## src/rtl/edge_pwm_bank_pkg.sv

```systemverilog
// Package: shared helpers for the edge-compare PWM bank.
// Assumes counter widths of at most 16 bits; callers zero-extend.
package edge_pwm_bank_pkg;

    typedef logic [15:0] cmp_word_t;

    // Window test: is count c inside the high interval set by rise r and fall f?
    function automatic logic pwm_in_window(input cmp_word_t c, input cmp_word_t r, input cmp_word_t f);
        if (r < f)
            return (c >= r) && (c < f);
        else if (r > f)
            return (c >= r) || (c < f);
        else
            return 1'b0;
    endfunction

endpackage

```

## src/rtl/pwm_timebase.sv

```systemverilog
// Module: prescaler plus shared period counter.
// Each counter step lasts max(prescale, PRE_MIN)+1 clocks. wrap pulses on the
// edge where the counter moves from its maximum back to zero.
// Assumes a synchronous active-low reset; sleep acts as a synchronous clear.
module pwm_timebase #(
    parameter int CNT_W   = 12,
    parameter int PRE_W   = 8,
    parameter int PRE_MIN = 3
) (
    input  logic             clk,
    input  logic             rst_n,
    input  logic             sleep,
    input  logic [PRE_W-1:0] prescale,
    output logic [CNT_W-1:0] count,
    output logic             wrap
);
    localparam logic [CNT_W-1:0] CNT_MAX  = '1;
    localparam logic [PRE_W-1:0] PRE_LOW  = PRE_W'(PRE_MIN);

    logic [PRE_W-1:0] div_q;
    logic [PRE_W-1:0] eff;
    logic             tick;

    // Clamp the prescale value to its lower bound.
    always_comb begin
        eff  = (prescale < PRE_LOW) ? PRE_LOW : prescale;
        tick = (div_q == eff);
        wrap = tick && (count == CNT_MAX);
    end

    // Divide the clock and step the period counter on each divided tick.
    always_ff @(posedge clk) begin
        if (!rst_n || sleep) begin
            div_q <= '0;
            count <= '0;
        end else if (tick) begin
            div_q <= '0;
            count <= count + 1'b1;
        end else begin
            div_q <= div_q + 1'b1;
        end
    end
endmodule

```

## src/rtl/pwm_channel.sv

```systemverilog
// Module: one PWM channel.
// Holds shadow copies of its rise and fall counts, loaded at rollover or during
// sleep. It applies the override flags (low dominates) and the polarity, and
// registers the result. Assumes count is the shared counter register.
module pwm_channel
    import edge_pwm_bank_pkg::*;
#(
    parameter int CNT_W = 12
) (
    input  logic             clk,
    input  logic             rst_n,
    input  logic             sleep,
    input  logic             invert,
    input  logic             wrap,
    input  logic [CNT_W-1:0] count,
    input  logic [CNT_W-1:0] rise_in,
    input  logic [CNT_W-1:0] fall_in,
    input  logic             force_hi,
    input  logic             force_lo,
    output logic             out
);
    logic [CNT_W-1:0] rise_sh;
    logic [CNT_W-1:0] fall_sh;
    logic             level;

    // Capture new edge counts only at period boundaries or while parked.
    always_ff @(posedge clk) begin
        if (!rst_n) begin
            rise_sh <= '0;
            fall_sh <= '0;
        end else if (sleep || wrap) begin
            rise_sh <= rise_in;
            fall_sh <= fall_in;
        end
    end

    // Resolve overrides, then the compare window, for the current count.
    always_comb begin
        if (force_lo)
            level = 1'b0;
        else if (force_hi)
            level = 1'b1;
        else
            level = pwm_in_window(16'(count), 16'(rise_sh), 16'(fall_sh));
    end

    // Register the output, with polarity applied and the idle level in sleep.
    always_ff @(posedge clk) begin
        if (!rst_n)
            out <= 1'b0;
        else if (sleep)
            out <= invert;
        else
            out <= level ^ invert;
    end
endmodule

```

## src/rtl/edge_pwm_bank.sv

```systemverilog
// Module: top of the multichannel edge-compare PWM engine.
// One shared timebase feeds NUM_CH channel slices. Rise and fall counts arrive
// packed, with channel i in bits [i*CNT_W +: CNT_W].
// Assumes CNT_W <= 16 and PRE_MIN fits in PRE_W bits.
module edge_pwm_bank #(
    parameter int NUM_CH  = 16,
    parameter int CNT_W   = 12,
    parameter int PRE_W   = 8,
    parameter int PRE_MIN = 3
) (
    input  logic                    clk,
    input  logic                    rst_n,
    input  logic                    sleep,
    input  logic [PRE_W-1:0]        prescale,
    input  logic                    invert,
    input  logic [NUM_CH*CNT_W-1:0] rise_cnt,
    input  logic [NUM_CH*CNT_W-1:0] fall_cnt,
    input  logic [NUM_CH-1:0]       force_hi,
    input  logic [NUM_CH-1:0]       force_lo,
    output logic [NUM_CH-1:0]       pwm_out
);
    logic [CNT_W-1:0] count;
    logic             wrap;

    // Shared prescaler and period counter.
    pwm_timebase #(.CNT_W(CNT_W), .PRE_W(PRE_W), .PRE_MIN(PRE_MIN)) u_timebase (
        .clk      (clk),
        .rst_n    (rst_n),
        .sleep    (sleep),
        .prescale (prescale),
        .count    (count),
        .wrap     (wrap)
    );

    // One compare slice per channel.
    for (genvar gi = 0; gi < NUM_CH; gi++) begin : g_ch
        pwm_channel #(.CNT_W(CNT_W)) u_ch (
            .clk      (clk),
            .rst_n    (rst_n),
            .sleep    (sleep),
            .invert   (invert),
            .wrap     (wrap),
            .count    (count),
            .rise_in  (rise_cnt[gi*CNT_W +: CNT_W]),
            .fall_in  (fall_cnt[gi*CNT_W +: CNT_W]),
            .force_hi (force_hi[gi]),
            .force_lo (force_lo[gi]),
            .out      (pwm_out[gi])
        );
    end
endmodule

```

## config.mk

```make
export PLATFORM = sky130hd
export DESIGN_NAME = edge_pwm_bank
export DESIGN_NICKNAME = d
export VERILOG_FILES = /design/src/rtl/edge_pwm_bank_pkg.sv /design/src/rtl/pwm_timebase.sv /design/src/rtl/pwm_channel.sv /design/src/rtl/edge_pwm_bank.sv
export SDC_FILE = /design/constraint.sdc
export NUM_CORES = 2
export LEC_CHECK = 0
export BUFFER_PORTS_ARGS = -buffer_cell sky130_fd_sc_hd__buf_2
export CORE_ASPECT_RATIO = 0.9
export CORE_MARGIN = 1.5
export CORE_UTILIZATION = 38
export CTS_CLUSTER_DIAMETER = 80
export DETAILED_ROUTE_END_ITERATION = 12
export SYNTH_ARGS = -nofsm -noshare
export SYNTH_HDL_FRONTEND = slang
export SYNTH_HIERARCHICAL = 1
export SYNTH_SLANG_ARGS = --single-unit
```

## constraint.sdc

```tcl
create_clock -name clk -period 6.5 [get_ports clk]
set_clock_uncertainty 0.05 [all_clocks]
set_input_delay 1.3 -clock clk [delete_from_list [all_inputs] [get_ports clk]]
set_output_delay 1.3 -clock clk [all_outputs]
set_load 0.005 [all_outputs]
```

* Word-level counts from Yosys, hierarchy flattened
Cells that the tools add are included.
** Cells by class
- $add $sub $neg :: 2
- Multipliers :: 0
- Div/mod/pow operators :: 0
- Magnitude comparators :: 65
- Equal/unequal tests :: 2
- Shift-type cells :: 0
- Multiplexer cells :: 81
- Bitwise gates (word level) :: 16
- Reduce and logical (&&, ||, !) cells :: 37
** Operator list (count)
- < comparator 12 bit :: 32
- greater-or-equal comparator 12 bit :: 16
- greater-than comparator 12 bit :: 16
- 2-to-1 mux 1 bit :: 80
- logical OR 1 bit :: 18
- logical AND 1 bit :: 17
- bitwise XOR 1 bit :: 16
- adder 12 x 1 -> 12 bit, second input constant :: 1
- == test 12 bit, second input constant :: 1
- adder 8 x 1 -> 8 bit, second input constant :: 1
- == test 8 bit :: 1
- < comparator 8 x 2 -> 1 bit, second input constant :: 1
- 2-to-1 mux 8 bit :: 1
- OR reduction 2 bit :: 1
- logical NOT 1 bit :: 1
** Storage, ports and cells
- Bits in registers :: 420
- Latch bits :: 0
- Bits in writable memories :: 0
- ROM bits :: 0
- Bits of input ports :: 428
- Memories :: 0

* Longest topological paths before layout
- Depth in word-level cells :: 8
- Gate-level depth with buffers :: 11
- Gate-level depth less buffers :: 9

* By module
The synthesis kept the hierarchy.
** Modules (own cells, without submodules)
- pwm_channel at g_ch[0].u_ch ... :: instances 15, cells each 222, area each 1810.5 um^2, sequential area each 500.5 um^2
- pwm_channel at g_ch[4].u_ch :: instances 1, cells each 225, area each 1818.0 um^2, sequential area each 500.5 um^2
- pwm_timebase :: instances 1, cells each 122, area each 1077.3 um^2, sequential area each 400.4 um^2

* Worst setup path before layout
No wires, ideal clock.
- Path kind :: input port to flip-flop
- From :: input prescale[7]
- To :: register g_ch[0].u_ch.fall_sh[0]
- Setup time :: 0.076 ns
- Arrival :: 5.197 ns
- Slack :: 1.178 ns
- Stages :: 11
- Buffers on the path :: 4
- Path through :: nor4_1 > a22o_1 > a32oi_2 > buf_6 > buf_2 > nor4_1 > or2_2 > clkbuf_1 > clkbuf_1 > nand2_1 > a21boi_0
** On the way
- Word-level cells in the longest chain between the ends :: 5
** RTL lines
- start: declaration :: RTL line edge_pwm_bank.sv:14 : input logic [PRE_W-1:0] prescale,
- < comparator 8 x 2 -> 1 bit :: RTL line pwm_timebase.sv:26 : eff = (prescale < PRE_LOW) ? PRE_LOW : prescale;
- 2-to-1 mux 8 bit * :: RTL line pwm_timebase.sv:26
- == test 8 bit * :: RTL line pwm_timebase.sv:27 : tick = (div_q == eff);
- logical AND 1 bit * :: RTL line pwm_timebase.sv:28 : wrap = tick && (count == CNT_MAX);
- via wrap :: RTL line edge_pwm_bank.sv:23 : logic wrap;
- logical OR 1 bit * :: RTL line pwm_channel.sv:31 : end else if (sleep || wrap) begin
- end signal: assignment :: RTL line pwm_channel.sv:33 : fall_sh <= fall_in;
- end: declaration :: RTL line pwm_channel.sv:23 : logic [CNT_W-1:0] fall_sh;
The timed path passes the listed nets; every way through them passes the cells marked *.
A chain may end at the register's enable or synchronous reset.

* Worst setup path after layout
- From :: input prescale[7]
- To :: register g_ch[9].u_ch.fall_sh[5]
** On the way
- Word-level cells in the longest chain between the ends :: 5
** RTL lines (RTL line)
- < comparator 8 x 2 -> 1 bit :: pwm_timebase.sv:26
- 2-to-1 mux 8 bit * :: pwm_timebase.sv:26
- == test 8 bit * :: pwm_timebase.sv:27
- logical AND 1 bit * :: pwm_timebase.sv:28
- via wrap :: edge_pwm_bank.sv:23
- logical OR 1 bit * :: pwm_channel.sv:31
- end signal: assignment :: pwm_channel.sv:33
- end: declaration :: pwm_channel.sv:23
Marked as above.

==> flow_summary.yaml <==
status:
  status: "finished, final reports clean"
timing:
  fin_crit_ps: 4070
  setup-violations-final: 0
  hold_violations: 0
  drv_slew: 0
  rsz0062_at_grt: "false"
  fin_crit_sh_pct: 62.62
  tightest_slew_ps: 1134
  max_slew_margin_pct: 24.38
  fin_setup_tns_ps: 0
  max_freq_mhz: 245.7
yosys:
  async_reset_ff_share_pct: 0
  synth_fp_nets: 4667
  yosysUniqueCellTypes: 49
  synth_edf_count: 0
  ys_ff_latch: 420
  avgSynthCellArea_um2: 8.173
  ys_seq_area_share_pct: 27.98
  ys_warn_count: 6
  synth_top_area_share_pct: 27.98
  synthCells: 3677
  ys_top_cells_by_area: "dfxtp_1, ha_1, nand2_1"
  netlist.top_cell.by_area: "dfxtp_1"
  synth_ff_type: "dfxtp_1"
  syn_area_um2: 30050
critical_path:
  worstReg2RegStart: "u_timebase/count[0]"
  critPathArrivalTime_ps: 4550
  cp-end-kind: "flip-flop"
  ff2ff_path_depth: 8
  startpoint_type: "input pin"
  required_ps: 6980
  path_class: "in -> reg"
  crit_fanout: 32
  reg2reg_to: "g_ch[1].u_ch/fall_sh[4]"
  r2r_slack_ps: 2870
cells_and_area:
  drive_above_1_share_pct: 16.72
  nets: 5079
  instances_no_fill: 5169
  syn_to_final_growth_pct: 17.25
power_and_ir_drop:
  peakVddDrop_mv: 0.1922
  p_switching_mw: 1.923
  clockPowerShare_pct: 43.7
  p_comb_share_pct: 16.5
  intPower_mw: 5.171
  p_sw_share_pct: 27.10
  cellPowerDensity_nw_per_um2: 201.3
  power_leakage_nw: 16.38
  seq_power_share_pct: 39.8
clocking:
  cts_made_buffers: 51
  cts-htree-levels: 2
  cts_setup_buffers: 0
  cts_hold_buf: 0
  cts-resized-gates: 0
  path_clk_slew_ps: 60
  clkSinkCount: 420
  cts_tree: "yes"
  clockBufferDepth: 3
  cts_root_buf: "clkbuf_16"
  clk_latency_ps: 620
die:
  num_io_pins: 444
  core-area_um2: 78040
  die_area_um2: 80780
  die_h_um: 269.8
  fp.dieW_um: 299.4
  row_count: 97
  floorplan.initialDensity_pct: 38.51
worst_hold_path:
  whs_path_depth: 2
  min_to: "g_ch[0].u_ch/fall_sh[4]"
  hold_path_class: "reg -> reg"
  hp-start: "g_ch[0].u_ch/fall_sh[4]"
drt:
  wirelength_um: 89760
  antenna_left: 0
  first_pass_iters: 5
  drc: 0
  drt-wirelength-per-cell_um: 17.37
  drt_iter0_markers: 1103
  via_count: 26010
  vias_per_cell: 5.032
global_routing:
  grt_pass1_vias: 25450
  gr-total-overflow: 0
  grt_pass1_wl_um: 140800
  grt_max_degree: 132
  grt_antenna_before_repair: 3
  grtUsageTotal_pct: 21.87
job:
  maxCapViolations: 0
placement:
  io_buffers: 443
  gp_congestion: 0.8259
  dp_hpwl_um: 66050
  dpl.cell_count: 5075
[cell type report]
| class | count | area [um^2] |
|---|---|---|
| Antenna cell | 2 | 5.005 |
| Clock buffer | 64 | 1428 |
| Clock inverter | 28 | 389.1 |
| Fill cell | 7856 | 42800 |
| Inverter | 402 | 1509 |
| Multi-Input combinational cell | 2737 | 19690 |
| Sequential cell | 420 | 8423 |
| Tap cell | 1039 | 1300 |
| Timing Repair Buffer | 477 | 2497 |
[worst max path at each step]
stage | start | to | slack [ps] | cells after the start
after floorplan | prescale[7] | g_ch[0].u_ch/fall_sh[0] | 1180 | 11
after global placement | prescale[7] | g_ch[9].u_ch/fall_sh[0] | 2010 | 10
after detailed placement | prescale[7] | g_ch[9].u_ch/fall_sh[5] | 1900 | 10
after CTS | prescale[7] | g_ch[9].u_ch/fall_sh[5] | 2560 | 10
after global routing | prescale[7] | g_ch[5].u_ch/fall_sh[4] | 2220 | 9
final | prescale[7] | g_ch[9].u_ch/fall_sh[5] | 2430 | 10
[state kept, by name (all words and copies together), names as in the netlist]
name	cells
g_ch.u_ch/rise_sh	192
g_ch.u_ch/fall_sh	192
u_timebase/div_q	8
u_timebase/count	12
g_ch.u_ch/out	16
[worst max-delay path, cell delays in order]
cell	delay, ps
buf_2	110
nor4_1	410
nand2_1	120
a32oi_2	880
nor4_2	110
buf_4	360
nor2_1	700
buf_4	320
nand2_1	70
a21boi_0	140
[placed cells by master (no fill, tap or decap), drive strengths merged, types with 17 or more instances in the layout]
master	count
a2111oi	48
a21boi	384
a21o	107
a21oi	185
and4	46
buf	477
clkbuf	64
dfxtp	420
ha	562
inv	404
mux2i	17
nand2	870
nand2b	49
nand3	41
nand4	39
nor2	77
nor2b	33
o211ai	18
o21ai	68
or2	46
or3	17
[cell families after synthesis]
family                     synth area share, %
and+or+nand+nor                          18.63
adders and majority gates                23.40
muxes                                    1.128
buffers and inverters                    6.549
AOI/OAI and AO/OA                        21.94
DFF                                      27.98
xor gates and xnor gates                0.3789
[synth_stat cells, drive strengths merged (9+ instances only)]
master,count
nand2,870
a2111oi,48
dfxtp,420
inv,402
ha,562
nand4,39
a21o,107
o211ai,18
nor2,77
mux2i,17
mux2,15
or4,9
and4,46
a21boi,384
xor2,9
nor2b,33
nand3,41
o31ai,11
o21a,16
or3,17
o31a,15
clkbuf,114
o41a,16
or2,46
nand2b,49
a221oi,15
a21oi,185
o21ai,68
[power groups by stage]
| stage | sequential, mW | clock, mW | combinational [mW] |
|---|---|---|---|
| CTS | 2.83 | 3.19 | 1.17 |
| finish | 2.82 | 3.10 | 1.17 |
| detailed placement | 2.88 | 0 | 1.17 |
| floorplan | 2.84 | 0 | 0.783 |
| global placement | 2.88 | 0 | 1.15 |
| global route | 2.84 | 3.30 | 1.34 |
[per-layer routing]
metal | global-route usage (%) | vias to the layer above | wire (um)
li1 | - | 13420 | -
met1 | 30.19 | 12110 | 43700
met2 | 36.46 | 395 | 41360
met3 | 2.558 | 81 | 3232
met4 | 4.585 | 4 | 1447
met5 | 0 | - | 24
[through the flow]
stage	area, um^2	setup slack, ps	hold WS (ps)	total power [mW]	util (%)
3_5_place_dp	33410	1903	404.1	4.048	42.82
4_1_cts	35230	2555	412.9	7.186	45.15
3_3_place_gp	33410	2013	398.8	4.029	42.82
5_1_grt	35230	2217	430.4	7.479	45.15
6_report	35240	2430	409.7	7.093	45.15
2_1_floorplan	30050	1178	390.9	3.626	-
(Power assumes the default switching activity.)
